File: src/rtl/can_bt_pkg.sv
package can_bt_pkg;
  typedef enum logic [1:0] {
    SEG_SYNC = 2'd0,
    SEG_ONE  = 2'd1,
    SEG_TWO  = 2'd2
  } seg_e;
endpackage

File: src/rtl/cbt_cfg_check.sv
module cbt_cfg_check #(
  parameter int T1_W    = 5,
  parameter int T2_W    = 4,
  parameter int SJW_W   = 3,
  parameter int T1_MIN  = 4,
  parameter int T1_MAX  = 16,
  parameter int T2_MIN  = 2,
  parameter int T2_MAX  = 8,
  parameter int SJW_MIN = 1,
  parameter int SJW_MAX = 4,
  parameter int BIT_MIN = 8,
  parameter int BIT_MAX = 25
) (
  input  logic [T1_W-1:0]  tseg1_i,
  input  logic [T2_W-1:0]  tseg2_i,
  input  logic [SJW_W-1:0] sjw_i,
  output logic             err_o
);
  localparam int TOT_W = ((T1_W > T2_W) ? T1_W : T2_W) + 2;

  logic [TOT_W-1:0] total;
  logic bad_t1, bad_t2, bad_sjw, bad_tot;

  always_comb begin
    total   = TOT_W'(1) + TOT_W'(tseg1_i) + TOT_W'(tseg2_i);
    bad_t1  = (tseg1_i < T1_W'(T1_MIN)) || (tseg1_i > T1_W'(T1_MAX));
    bad_t2  = (tseg2_i < T2_W'(T2_MIN)) || (tseg2_i > T2_W'(T2_MAX));
    bad_sjw = (sjw_i < SJW_W'(SJW_MIN)) || (sjw_i > SJW_W'(SJW_MAX));
    bad_tot = (total < TOT_W'(BIT_MIN)) || (total > TOT_W'(BIT_MAX));
    err_o   = bad_t1 | bad_t2 | bad_sjw | bad_tot;
  end
endmodule

File: src/rtl/cbt_prescaler.sv
module cbt_prescaler #(
  parameter int PRESC_W = 10
) (
  input  logic               clk_i,
  input  logic               rst_ni,
  input  logic               en_i,
  input  logic               restart_i,
  input  logic [PRESC_W-1:0] div_m1_i,
  output logic               tick_o
);
  logic [PRESC_W-1:0] cnt_q;

  assign tick_o = en_i & (cnt_q >= div_m1_i);

  always_ff @(posedge clk_i or negedge rst_ni) begin
    if (!rst_ni)                  cnt_q <= '0;
    else if (!en_i || restart_i)  cnt_q <= '0;
    else if (cnt_q >= div_m1_i)   cnt_q <= '0;
    else                          cnt_q <= cnt_q + 1'b1;
  end


  tick_gap_chk: assert property (@(posedge clk_i) disable iff (!rst_ni)
    (tick_o && div_m1_i != '0 && !restart_i) |=> (!tick_o || div_m1_i == '0));
endmodule

File: src/rtl/cbt_rx_edge.sv
module cbt_rx_edge (
  input  logic clk_i,
  input  logic rst_ni,
  input  logic rx_i,
  output logic rx_o,
  output logic fall_o
);
  logic rx_q, rx_p;

  always_ff @(posedge clk_i or negedge rst_ni) begin
    if (!rst_ni) begin
      rx_q <= 1'b1;
      rx_p <= 1'b1;
    end else begin
      rx_q <= rx_i;
      rx_p <= rx_q;
    end
  end

  assign rx_o   = rx_q;
  assign fall_o = rx_p & ~rx_q;
endmodule

File: src/rtl/cbt_seq.sv
module cbt_seq
  import can_bt_pkg::*;
#(
  parameter int T1_W    = 5,
  parameter int T2_W    = 4,
  parameter int SJW_W   = 3,
  parameter int T1_MAX  = 16,
  parameter int T2_MAX  = 8,
  parameter int SJW_MAX = 4
) (
  input  logic             clk_i,
  input  logic             rst_ni,
  input  logic             en_i,
  input  logic             tick_i,
  input  logic             fall_i,
  input  logic             idle_i,
  input  logic [T1_W-1:0]  tseg1_i,
  input  logic [T2_W-1:0]  tseg2_i,
  input  logic [SJW_W-1:0] sjw_i,
  output logic             hard_o,
  output logic             sample_o,
  output logic             bit_end_o
);
  localparam int CNT_W = ((T1_W > T2_W) ? T1_W : T2_W) + 2;

  seg_e             seg_q;
  logic [CNT_W-1:0] cnt_q, lim1_q, lim2_q;
  logic             rs_ok_q;

  logic [CNT_W-1:0] sjw_w, pe1, lim1_eff, lim2_eff;
  logic             rs1, rs2;

  always_comb begin
    sjw_w  = CNT_W'(sjw_i);
    hard_o = en_i & fall_i & idle_i;
    rs1    = en_i & fall_i & ~idle_i & rs_ok_q & (seg_q == SEG_ONE);
    rs2    = en_i & fall_i & ~idle_i & rs_ok_q & (seg_q == SEG_TWO);
    pe1    = (cnt_q < sjw_w) ? cnt_q : sjw_w;
    lim1_eff = rs1 ? (lim1_q + pe1) : lim1_q;
    // shortened end is max(current quantum, nominal - sjw)
    if (rs2) lim2_eff = (lim2_q > cnt_q + sjw_w) ? (lim2_q - sjw_w) : cnt_q;
    else     lim2_eff = lim2_q;
    sample_o  = en_i & tick_i & ~hard_o & (seg_q == SEG_ONE) & (cnt_q >= lim1_eff);
    bit_end_o = en_i & tick_i & ~hard_o & (seg_q == SEG_TWO) & (cnt_q >= lim2_eff);
  end

  always_ff @(posedge clk_i or negedge rst_ni) begin
    if (!rst_ni) begin
      seg_q   <= SEG_SYNC;
      cnt_q   <= '0;
      lim1_q  <= '0;
      lim2_q  <= '0;
      rs_ok_q <= 1'b1;
    end else if (!en_i || hard_o) begin
      seg_q   <= SEG_SYNC;
      cnt_q   <= '0;
      rs_ok_q <= 1'b1;
    end else begin
      if (rs1) begin
        lim1_q  <= lim1_eff;
        rs_ok_q <= 1'b0;
      end
      if (rs2) begin
        lim2_q  <= lim2_eff;
        rs_ok_q <= 1'b0;
      end
      if (tick_i) begin
        unique case (seg_q)
          SEG_SYNC: begin
            seg_q  <= SEG_ONE;
            cnt_q  <= CNT_W'(1);
            lim1_q <= CNT_W'(tseg1_i);
            lim2_q <= CNT_W'(tseg2_i);
          end
          SEG_ONE: begin
            if (cnt_q >= lim1_eff) begin
              seg_q <= SEG_TWO;
              cnt_q <= CNT_W'(1);
            end else cnt_q <= cnt_q + 1'b1;
          end
          SEG_TWO: begin
            if (cnt_q >= lim2_eff) begin
              seg_q   <= SEG_SYNC;
              cnt_q   <= '0;
              rs_ok_q <= 1'b1;
            end else cnt_q <= cnt_q + 1'b1;
          end
          default: seg_q <= SEG_SYNC;
        endcase
      end
    end
  end


  seg1_len_chk: assert property (@(posedge clk_i) disable iff (!rst_ni)
    (seg_q == SEG_ONE) |-> (cnt_q <= CNT_W'(T1_MAX + SJW_MAX)));

  seg2_len_chk: assert property (@(posedge clk_i) disable iff (!rst_ni)
    (seg_q == SEG_TWO) |-> (cnt_q <= CNT_W'(T2_MAX)));
endmodule

File: src/rtl/can_bit_timer.sv
module can_bit_timer #(
  parameter int PRESC_W = 10,
  parameter int T1_W    = 5,
  parameter int T2_W    = 4,
  parameter int SJW_W   = 3,
  parameter int T1_MIN  = 4,
  parameter int T1_MAX  = 16,
  parameter int T2_MIN  = 2,
  parameter int T2_MAX  = 8,
  parameter int SJW_MIN = 1,
  parameter int SJW_MAX = 4,
  parameter int BIT_MIN = 8,
  parameter int BIT_MAX = 25
) (
  input  logic               clk_i,
  input  logic               rst_ni,
  input  logic [PRESC_W-1:0] presc_i,
  input  logic [T1_W-1:0]    tseg1_i,
  input  logic [T2_W-1:0]    tseg2_i,
  input  logic [SJW_W-1:0]   sjw_i,
  input  logic               rx_i,
  input  logic               idle_i,
  output logic               sample_o,
  output logic               bit_end_o,
  output logic               rx_bit_o,
  output logic               cfg_err_o
);
  logic en, tick, rx_s, fall, hard, rx_bit_q;

  cbt_cfg_check #(
    .T1_W(T1_W), .T2_W(T2_W), .SJW_W(SJW_W),
    .T1_MIN(T1_MIN), .T1_MAX(T1_MAX), .T2_MIN(T2_MIN), .T2_MAX(T2_MAX),
    .SJW_MIN(SJW_MIN), .SJW_MAX(SJW_MAX), .BIT_MIN(BIT_MIN), .BIT_MAX(BIT_MAX)
  ) u_cfg (
    .tseg1_i(tseg1_i), .tseg2_i(tseg2_i), .sjw_i(sjw_i), .err_o(cfg_err_o)
  );

  assign en = ~cfg_err_o;

  cbt_rx_edge u_edge (
    .clk_i(clk_i), .rst_ni(rst_ni), .rx_i(rx_i), .rx_o(rx_s), .fall_o(fall)
  );

  cbt_prescaler #(.PRESC_W(PRESC_W)) u_presc (
    .clk_i(clk_i), .rst_ni(rst_ni), .en_i(en), .restart_i(hard),
    .div_m1_i(presc_i), .tick_o(tick)
  );

  cbt_seq #(
    .T1_W(T1_W), .T2_W(T2_W), .SJW_W(SJW_W),
    .T1_MAX(T1_MAX), .T2_MAX(T2_MAX), .SJW_MAX(SJW_MAX)
  ) u_seq (
    .clk_i(clk_i), .rst_ni(rst_ni), .en_i(en), .tick_i(tick), .fall_i(fall),
    .idle_i(idle_i), .tseg1_i(tseg1_i), .tseg2_i(tseg2_i), .sjw_i(sjw_i),
    .hard_o(hard), .sample_o(sample_o), .bit_end_o(bit_end_o)
  );

  always_ff @(posedge clk_i or negedge rst_ni) begin
    if (!rst_ni)       rx_bit_q <= 1'b1;
    else if (sample_o) rx_bit_q <= rx_s;
  end
  assign rx_bit_o = rx_bit_q;


  cfg_quiet_chk: assert property (@(posedge clk_i) disable iff (!rst_ni)
    cfg_err_o |-> (!sample_o && !bit_end_o));

  hard_restart_chk: assert property (@(posedge clk_i) disable iff (!rst_ni)
    hard |=> !sample_o && !bit_end_o);

  rx_bit_hold_chk: assert property (@(posedge clk_i) disable iff (!rst_ni)
    !sample_o |=> $stable(rx_bit_o));

  strobe_excl_chk: assert property (@(posedge clk_i) disable iff (!rst_ni)
    $onehot0({sample_o, bit_end_o}));

  sample_pulse_chk: assert property (@(posedge clk_i) disable iff (!rst_ni)
    sample_o |=> !sample_o);

  bit_end_pulse_chk: assert property (@(posedge clk_i) disable iff (!rst_ni)
    bit_end_o |=> !bit_end_o);
endmodule

File: config.mk
export PLATFORM = sky130hd
export DESIGN_NAME = can_bit_timer
export DESIGN_NICKNAME = d
export VERILOG_FILES = /design/src/rtl/can_bt_pkg.sv /design/src/rtl/cbt_cfg_check.sv /design/src/rtl/cbt_prescaler.sv /design/src/rtl/cbt_rx_edge.sv /design/src/rtl/cbt_seq.sv /design/src/rtl/can_bit_timer.sv
export SDC_FILE = /design/constraint.sdc
export NUM_CORES = 1
export LEC_CHECK = 0
export ABC_AREA = 1
export BUFFER_PORTS_ARGS = -buffer_cell sky130_fd_sc_hd__buf_2
export CAP_MARGIN = 10
export CORE_UTILIZATION = 25
export DETAILED_ROUTE_END_ITERATION = 10
export PLACE_DENSITY = 0.5
export REMOVE_ABC_BUFFERS = 1
export SKIP_CTS_REPAIR_TIMING = 1
export SLEW_MARGIN = 40
export SYNTH_ARGS = -nofsm -noshare
export SYNTH_HDL_FRONTEND = slang
export SYNTH_HIERARCHICAL = 1
export SYNTH_SLANG_ARGS = --single-unit
File: constraint.sdc
create_clock -name clk_i -period 7.88 [get_ports clk_i]
set_input_delay 1.576 -clock clk_i [delete_from_list [all_inputs] [get_ports clk_i]]
set_output_delay 1.576 -clock clk_i [all_outputs]
set_load 0.1 [all_outputs]
==> out/summary.json, run 1 <==
{
  "numClockSinks": 37,
  "num_rows": 45,
  "detail_route.wirelength_mm": 9.85,
  "seq_area_frac_synth": 0.234,
  "tightestPinTransition_ps": 609,
  "grt_pass1_vias": 3368,
  "leakagePower_nw": 2.54,
  "final_min_period_over_clock_period": 0.923,
  "max_freq_ghz": 0.138,
  "ctsLongestPathBuffers": 2,
  "cts_tree": "done",
  "htree_levels": 2,
  "num_antenna_cells": 0,
  "drtAntennaViolNets": 0,
  "drt_iter0_markers": 202,
  "drive_gt1_frac": 0.121,
  "power.density_mw_per_mm2": 158,
  "dp_hpwl_mm": 7.74,
  "synth_top_cell_area_share": 0.208,
  "whs_ps": 382,
  "timing_worst_setup_path_type": "input port to output port",
  "dpl_cells": 816,
  "post-synth-top-area-cell": "dfrtp_1",
  "slowest_stage": "o311ai_1",
  "io_buffers": 29,
  "grt_setup_unrepaired": "no",
  "die_area_mm2": 0.0164,
  "finalMaxSlewViolations": 0,
  "netlist_area_mm2": 0.00397,
  "clock_root_cell": "clkbuf_16",
  "place.gp.congestion": 0.778,
  "hold_start": "u_edge/rx_o",
  "worstReg2RegStart": "u_seq/cnt_q[2]",
  "worstSetupEndpointType": "output port",
  "grt-ovfl-total": 0,
  "syn_inst_count": 578,
  "cts.clk_slew.worst_paths_ps": 60,
  "power.ir.vdd_worst_mv": 0.0843,
  "synth_area_per_cell_um2": 6.87,
  "syn_to_final_growth_pct": 14.9,
  "layout.cells.most_common": "nand2_1",
  "grt_pass1_wl_mm": 16.6,
  "critical_path_required_ps": 6300,
  "synth_async_sr_flop_share": 1.00,
  "crit_path_cell_trace": "buf_2 > inv_1 > ha_1 > inv_1 > o311ai_1 > o21ai_0 > ha_1 > fa_1 > nor3b_1 > o21ai_2 > xor2_1 > inv_1 > ha_1 > nand2_1 > nor2_1 > nand4_1 > nand3_1 > nand4_1 > inv_1 > buf_2",
  "status": "completed",
  "cts_inserted_buffers": 5,
  "synth.yosys.warnings": 6,
  "grtUsageTotal": 0.129,
  "worst_setup_skew_after_layout_ps": 6.66,
  "total_power_w": 0.000721,
  "synthFlopType": "dfrtp_1",
  "cpPeakStageDelay_ps": 580,
  "critPathMostFrequentCell": "inv_1",
  "io_count": 30,
  "crit_fanout": 6,
  "avgViaCountPerCell": 4.28,
  "layoutNonFillerInstCount": 824,
  "post_route_setup_tns_ps": 0,
  "route.vias.total": 3524,
  "yosys.cell_types.count": 48,
  "final_nets": 698,
  "avgRoutedWirePerCell_um": 12.0,
  "initial_standard_cell_utilization_of_the_core": 0.258,
  "most-common-layout-cells": "nand2_1 (161), inv_1 (88), ha_1 (56)",
  "leading_cell_types_by_total_area_after_synthesis": "dfrtp_1 (21%), ha_1 (18%), nand2_1 (15%), inv_1 (8.3%), nand3_1 (6.2%)",
  "max_cap_viol_count": 0,
  "grt_antenna_before_repair": 0,
  "design.core.area_mm2": 0.0154,
  "hold_viol_final": 0,
  "first_pass_iters": 4,
  "timing.hold.worst.class": "flop to flop",
  "setup.worst_path.start": "sjw_i[2]",
  "drc_errors": 0,
  "core_util_final": 0.297,
  "clock_latency_ps": 290,
  "fp.dieW_um": 128,
  "chip_height_um": 128,
  "worst_slew_margin_rel": 0.588,
  "timing.critical_path.from_type": "input port",
  "grt_max_degree": 38,
  "report.final.setup_viol": 0,
  "period_minus_slack_ps": 7270,
  "cp_data_arrival_time_ps": 5700,
  "synth_enable_flop_cells": 0,
  "synth_seq_cells": 37
}
-- Yosys cell counts (all sizes together) (2+ instances only) --
cell type and number:
a21o 2, a21oi 27, a22oi 2, and2 4, buf 3, dfrtp 33
dfstp 4, fa 4, ha 56, inv 92, nand2 169, nand3 51
nand4 16, nor2 57, nor3 4, o21a 2, o21ai 17, o311ai 2
or2 3, xnor2 8, xor2 11
-- where the power goes --
group / total, W / switching [W] / internal (W)
Clock: 0.000273 / 0.0000906 / 0.000183
Sequential: 0.000219 / 0.0000125 / 0.000206
Combinational: 0.000229 / 0.000143 / 0.0000868
-- cell families after synthesis --
group,Yosys count,synth area share
flops,37,0.234
other cells,1,0.000945
simple gates,307,0.348
xor+xnor,19,0.0419
fa+ha+maj,60,0.197
buf+inv,97,0.0939
compound gates,57,0.0845
-- layer usage --
layer  global-route usage  vias up  share of wire
li1                     -     1925              -
met1                0.169     1555           0.50
met2                0.222       40           0.47
met3               0.0234        4          0.033
met4               0.0249        0         0.0062
met5                    0        -              0
-- final cells by class --
class	count	area [um2]
fillers	1686	10800
multi-input cells	446	2670
flip-flops and latches	37	931
inverters	93	350
well taps	211	264
repair buffers	29	148
clock buffers	5	125
clock inverters	3	68.8
-- critical path: cells and delay by family --
| kind | cells | cell delay (ps) |
|---|---|---|
| AO/OA/AOI/OAI | 3 | 890 |
| XOR/XNOR | 1 | 200 |
| adder cells (fa/ha/maj) | 4 | 1310 |
| buffers and inverters | 6 | 940 |
| AND/OR/NAND/NOR | 6 | 760 |
-- registers in the layout, indices dropped and copies added, names as in the netlist --
signal and cells:
rx_bit_o 1, u_edge/rx_o 1, u_edge/rx_p 1, u_presc/cnt_q 10, u_seq/cnt_q 7, u_seq/lim1_q 7
u_seq/lim2_q 7, u_seq/rs_ok_q 1, u_seq/seg_q 2
-- final timing paths --
kind / end / slack, ps / cells past startpoint
setup / recovery: sample_o / 610 / 20
max in group asynchronous: u_edge/rx_o / 6240 / 1
hold reg to reg: u_edge/rx_p / 380 / 0
min in group asynchronous: u_seq/lim2_q[5] / 1260 / 1
hold / removal: u_edge/rx_p / 380 / 0
setup reg to reg: u_seq/seg_q[0] / 3560 / 19
-- stage by stage --
step                cell area [um2]  setup slack [ps]
floorplan                      3960               501
global placement               4360               629
detailed placement             4370               615
CTS                            4560               620
global route                   4560               261
finish                         4560               609
(Power assumes the default switching activity.)
==> run 2, diff against run 1 <==
Settings changed: CELL_PAD_IN_SITES_DETAIL_PLACEMENT set to 1, CELL_PAD_IN_SITES_GLOBAL_PLACEMENT set to 1, CORE_MARGIN set to 4, PLACE_DENSITY 0.5 to 0.61.
==> run 2 against run 1 <==
First-iteration DRC count is 50% lower. Register-to-register slack got worse by 140 ps. Fmax decreased by 0.94%. Critical path type unchanged. Largest power group is now combinational cells.
==> out/summary.json, run 2 (synthesized netlist as in run 1, its figures left out) <==
{
  "initial_standard_cell_utilization_of_the_core": 0.258,
  "num_antenna_cells": 0,
  "total_power_w": 0.000670,
  "most-common-layout-cells": "nand2_1 (161), inv_1 (88), ha_1 (56)",
  "grt_max_degree": 38,
  "avgRoutedWirePerCell_um": 14.3,
  "top_usage_layer": "met2",
  "slowest_stage": "o311ai_1",
  "io_buffers": 29,
  "worst_slew_margin_rel": 0.589,
  "max_cap_viol_count": 0,
  "layout.cells.most_common": "nand2_1",
  "tightestPinTransition_ps": 607,
  "cpPeakStageDelay_ps": 580,
  "layoutNonFillerInstCount": 824,
  "drtAntennaViolNets": 0,
  "place.gp.congestion": 0.867,
  "worstSetupEndpointType": "output port",
  "syn_to_final_growth_pct": 13.7,
  "grt_antenna_before_repair": 0,
  "preCtsSetupSlack_ps": 559,
  "clock_latency_ps": 290,
  "cp_data_arrival_time_ps": 5760,
  "cts_tree": "done",
  "first_pass_iters": 4,
  "period_minus_slack_ps": 7340,
  "critPathMostFrequentCell": "inv_1",
  "htree_levels": 2,
  "worst_setup_skew_after_layout_ps": 3.94,
  "avgViaCountPerCell": 4.62,
  "critical_path_required_ps": 6300,
  "gr-usage-met2": 0.244,
  "die_area_mm2": 0.0180,
  "grt_pass1_vias": 4068,
  "power.density_mw_per_mm2": 148,
  "timing.critical_path.from_type": "input port",
  "clock_root_cell": "clkbuf_16",
  "grtUsageTotal": 0.137,
  "timing.hold.worst.class": "flop to flop",
  "cp_top_family": "adder cells",
  "register_with_the_most_flip_flops": "u_presc/cnt_q",
  "final.fill_count": 1939,
  "drive_gt1_frac": 0.121,
  "grt_setup_unrepaired": "no",
  "largest_reg_flops": 10,
  "io_count": 30,
  "chip_height_um": 134,
  "drt_iter0_markers": 100,
  "multi_input_comb_area_mm2": 0.00267,
  "final_nets": 698,
  "finalMaxSlewViolations": 0,
  "power.ir.vdd_worst_mv": 0.0749,
  "route.vias.total": 3806,
  "cts.clk_slew.worst_paths_ps": 60,
  "dpl_cells": 816,
  "ctsLongestPathBuffers": 2,
  "design.core.area_mm2": 0.0154,
  "critical_path_buf_inv_count": 6,
  "timing_worst_setup_path_type": "input port to output port",
  "fp.dieW_um": 134,
  "final_min_period_over_clock_period": 0.931,
  "max_freq_ghz": 0.136,
  "report.final.setup_viol": 0,
  "gr-usage-met1": 0.177,
  "crit_path_cell_trace": "buf_2 > inv_1 > ha_1 > inv_1 > o311ai_1 > o21ai_0 > ha_1 > fa_1 > nor3b_1 > o21ai_2 > xor2_1 > inv_1 > ha_1 > nand2_1 > nor2_1 > nand4_1 > nand3_1 > nand4_1 > inv_1 > buf_2",
  "drc_errors": 0,
  "dp_hpwl_mm": 9.43,
  "cts_inserted_buffers": 5,
  "grt_use_met3": 0.0150,
  "worst_slack_ps": 540,
  "detail_route.wirelength_mm": 11.8,
  "status": "completed",
  "hold_viol_final": 0,
  "grt-ovfl-total": 0,
  "crit_fanout": 6,
  "numClockSinks": 37,
  "post_route_setup_tns_ps": 0,
  "grt_pass1_wl_mm": 20.0,
  "final-seq-area_um2": 931,
  "leakagePower_nw": 2.51,
  "num_rows": 45
}
## run 2: path summary, 6_finish.rpt
kind,slack (ps),cells after the start,from,endpoint
worst max-delay path,540,20,sjw_i[2],sample_o
worst min-delay path,390,0,u_edge/rx_o,u_edge/rx_p
worst max register to register,3420,18,u_seq/cnt_q[2],u_seq/cnt_q[4]
worst min register to register,390,0,u_edge/rx_o,u_edge/rx_p
max in group asynchronous,6240,1,rst_ni,u_seq/rs_ok_q
min in group asynchronous,1270,1,rst_ni,u_presc/cnt_q[7]
## run 2: worst reg2reg max path, cell delays in order, from the launching register on
cell,delay (ps)
dfrtp_1,510
ha_1,400
inv_1,100
o311ai_1,580
o21ai_0,180
ha_1,250
fa_1,430
nand3_1,90
nand2_1,70
or2_0,220
a22oi_2,240
ha_1,300
a21oi_1,150
nor2_1,50
nor2_1,130
nand4_1,170
nand2_1,210
nand2_1,130
a21oi_1,160
## run 2: area by class of cell
class | count | share of cell area
clock buffers | 5 | 0.0277
well taps | 211 | 0.0585
clock inverters | 3 | 0.00471
repair buffers | 29 | 0.0327
multi-input cells | 446 | 0.592
inverters | 93 | 0.0776
flip-flops and latches | 37 | 0.206
## run 2: report_power, final
part | leakage [nW] | internal (W) | switching [W]
sequential | 0.484 | 0.000206 | 0.0000126
combinational | 1.96 | 0.0000878 | 0.000151
clock | 0.0702 | 0.000118 | 0.0000934
## run 2: layer usage
layer	wire, um	vias to the layer above
met5	0	-
met2	5800	52
li1	-	1917
met4	162	0
met3	294	7
met1	5560	1830
## run 2: through the flow
stage | utilization | cell area (um2) | hold slack [ps]
detailed placement | 0.284 | 4370 | 379
CTS | 0.294 | 4510 | 389
global placement | 0.284 | 4360 | 374
global route | 0.294 | 4510 | 396
floorplan | - | 3960 | 367
finish | 0.294 | 4510 | 389
==> run 3, diff against run 2 <==
Settings changed: CAP_MARGIN 10 to not set, CORE_MARGIN 4 to 2, SLEW_MARGIN 40 to 10.
==> run 3 against run 2 <==
Register-to-register slack got worse by 50 ps. Die area down 5.9%. Non-clock buffer count did not move. Count of clock-buffer cells in the layout stayed put. Largest cell class unchanged.
==> out/summary.json, run 3 (synthesized netlist as in run 1, its figures left out) <==
{
  "finalMaxSlewViolations": 0,
  "first_pass_iters": 4,
  "drive_gt1_frac": 0.121,
  "grt_setup_unrepaired": "no",
  "drtAntennaViolNets": 0,
  "grt_use_met3": 0.0172,
  "post_route_setup_tns_ps": 0,
  "detail_route.wirelength_mm": 11.9,
  "io_buffers": 29,
  "cts.clk_slew.worst_paths_ps": 70,
  "syn_to_final_growth_pct": 13.8,
  "register_with_the_most_flip_flops": "u_presc/cnt_q",
  "route.vias.total": 3834,
  "cts_tree": "done",
  "power.ir.vdd_worst_mv": 0.0737,
  "preCtsSetupSlack_ps": 543,
  "worstReg2RegStart": "u_seq/cnt_q[2]",
  "ctsLongestPathBuffers": 2,
  "dp_hpwl_mm": 9.49,
  "place.gp.congestion": 0.838,
  "timing.hold.worst.class": "flop to flop",
  "drt_iter0_markers": 114,
  "grt_antenna_before_repair": 0,
  "worst_slack_ps": 538,
  "drc_errors": 0,
  "max_cap_viol_count": 0,
  "num_antenna_cells": 0,
  "layout.cells.most_common": "nand2_1",
  "reg2reg_depth": 18,
  "hold_start": "u_edge/rx_o",
  "numClockSinks": 37,
  "gr-usage-met1": 0.179,
  "max_freq_ghz": 0.136,
  "htree_levels": 2,
  "cp_data_arrival_time_ps": 5770,
  "design_area_mm2": 0.00452,
  "worst_slew_margin_rel": 0.402,
  "gr-usage-met2": 0.274,
  "largest_reg_flops": 10,
  "clock_latency_ps": 290,
  "worstSetupEndpointType": "output port",
  "grt_pass1_wl_mm": 19.6,
  "num_rows": 46,
  "crit_fanout": 6,
  "critical_path_required_ps": 6300,
  "chip_height_um": 130,
  "final_nets": 698,
  "top_usage_layer": "met2",
  "regToRegSetupSlack_ps": 3370,
  "critPathCapture": "sample_o",
  "design.core.area_mm2": 0.0157,
  "worst_setup_skew_after_layout_ps": 8.34,
  "fp.dieW_um": 130,
  "status": "completed",
  "setup.worst_path.start": "sjw_i[2]",
  "report.final.setup_viol": 0,
  "die_area_mm2": 0.0169,
  "power.density_mw_per_mm2": 147,
  "avgViaCountPerCell": 4.62,
  "grt_max_degree": 38,
  "leakagePower_nw": 2.51,
  "multi_input_comb_area_mm2": 0.00267,
  "grt-ovfl-total": 0,
  "final-seq-area_um2": 931,
  "clock_root_cell": "clkbuf_16",
  "hold_viol_final": 0,
  "cts_inserted_buffers": 5,
  "timing_worst_setup_path_type": "input port to output port",
  "rr_endpoint": "u_seq/cnt_q[5]",
  "initial_standard_cell_utilization_of_the_core": 0.253,
  "final.fill_count": 2003,
  "io_count": 30,
  "timing.critical_path.from_type": "input port",
  "final_min_period_over_clock_period": 0.932,
  "tightestPinTransition_ps": 897,
  "period_minus_slack_ps": 7340,
  "grt_pass1_vias": 4087,
  "postPlaceCellArea_mm2": 0.00437,
  "avgRoutedWirePerCell_um": 14.4,
  "grtUsageTotal": 0.147,
  "most-common-layout-cells": "nand2_1 (161), inv_1 (88), ha_1 (56)"
}
[run 3: cell count changes in the layout (fill, tap and decap cells not counted)]
cell,before,now
clkinvlp_4,1,0
inv_6,1,0
buf_4,1,0
buf_2,28,29
clkinv_4,0,2
[run 3: how the worst min path moves through the flow]
| stage | to | slack (ps) | cells past startpoint |
|---|---|---|---|
| 2_1_floorplan | u_edge/rx_p | 370 | 0 |
| 3_3_place_gp | u_edge/rx_p | 370 | 0 |
| 3_5_place_dp | u_edge/rx_p | 380 | 0 |
| 4_1_cts | u_edge/rx_p | 390 | 0 |
| 5_1_grt | u_edge/rx_p | 390 | 0 |
| 6_report | u_edge/rx_p | 390 | 0 |
[run 3: where the power goes]
part | total [W] | internal (W) | switching (W)
Sequential | 0.000220 | 0.000206 | 0.0000136
Combinational | 0.000237 | 0.0000881 | 0.000149
Clock | 0.000209 | 0.000118 | 0.0000912
Total | 0.000666 | 0.000412 | 0.000254
[run 3: cell type report]
class / instances / area share
Clock buffer: 5 / 0.0277
Clock inverter: 3 / 0.00498
Inverter: 93 / 0.0775
Multi-Input combinational cell: 446 / 0.592
Sequential cell: 37 / 0.206
Tap cell: 216 / 0.0598
Timing Repair Buffer: 29 / 0.0321
[run 3: layer usage]
layer  part of all wire  up-vias
li1                   -     1921
met5                  0        -
met3              0.025        9
met2               0.50       56
met1               0.46     1848
met4              0.014        0
[run 3: worst max-delay path: stages]
cell      delay [ps]
buf_2            150
inv_1             80
ha_1             340
inv_1            110
o311ai_1         610
o21ai_0          180
ha_1             260
fa_1             440
nor3b_1          180
o21ai_2          150
xor2_1           200
inv_1             70
ha_1             290
nand2_1           80
nor2_1           130
nand4_1          140
nand3_1          150
nand4_1          100
inv_1            110
buf_2            430
[run 3: per-stage QoR]
step / hold WS [ps] / instances / utilization / power [W]
2_1_floorplan: 367 / 576 / - / 0.000396
3_5_place_dp: 377 / 821 / 0.278 / 0.000461
3_3_place_gp: 374 / 821 / 0.278 / 0.000452
6_report: 388 / 829 / 0.288 / 0.000666
4_1_cts: 387 / 829 / 0.288 / 0.000676
5_1_grt: 393 / 829 / 0.288 / 0.000719
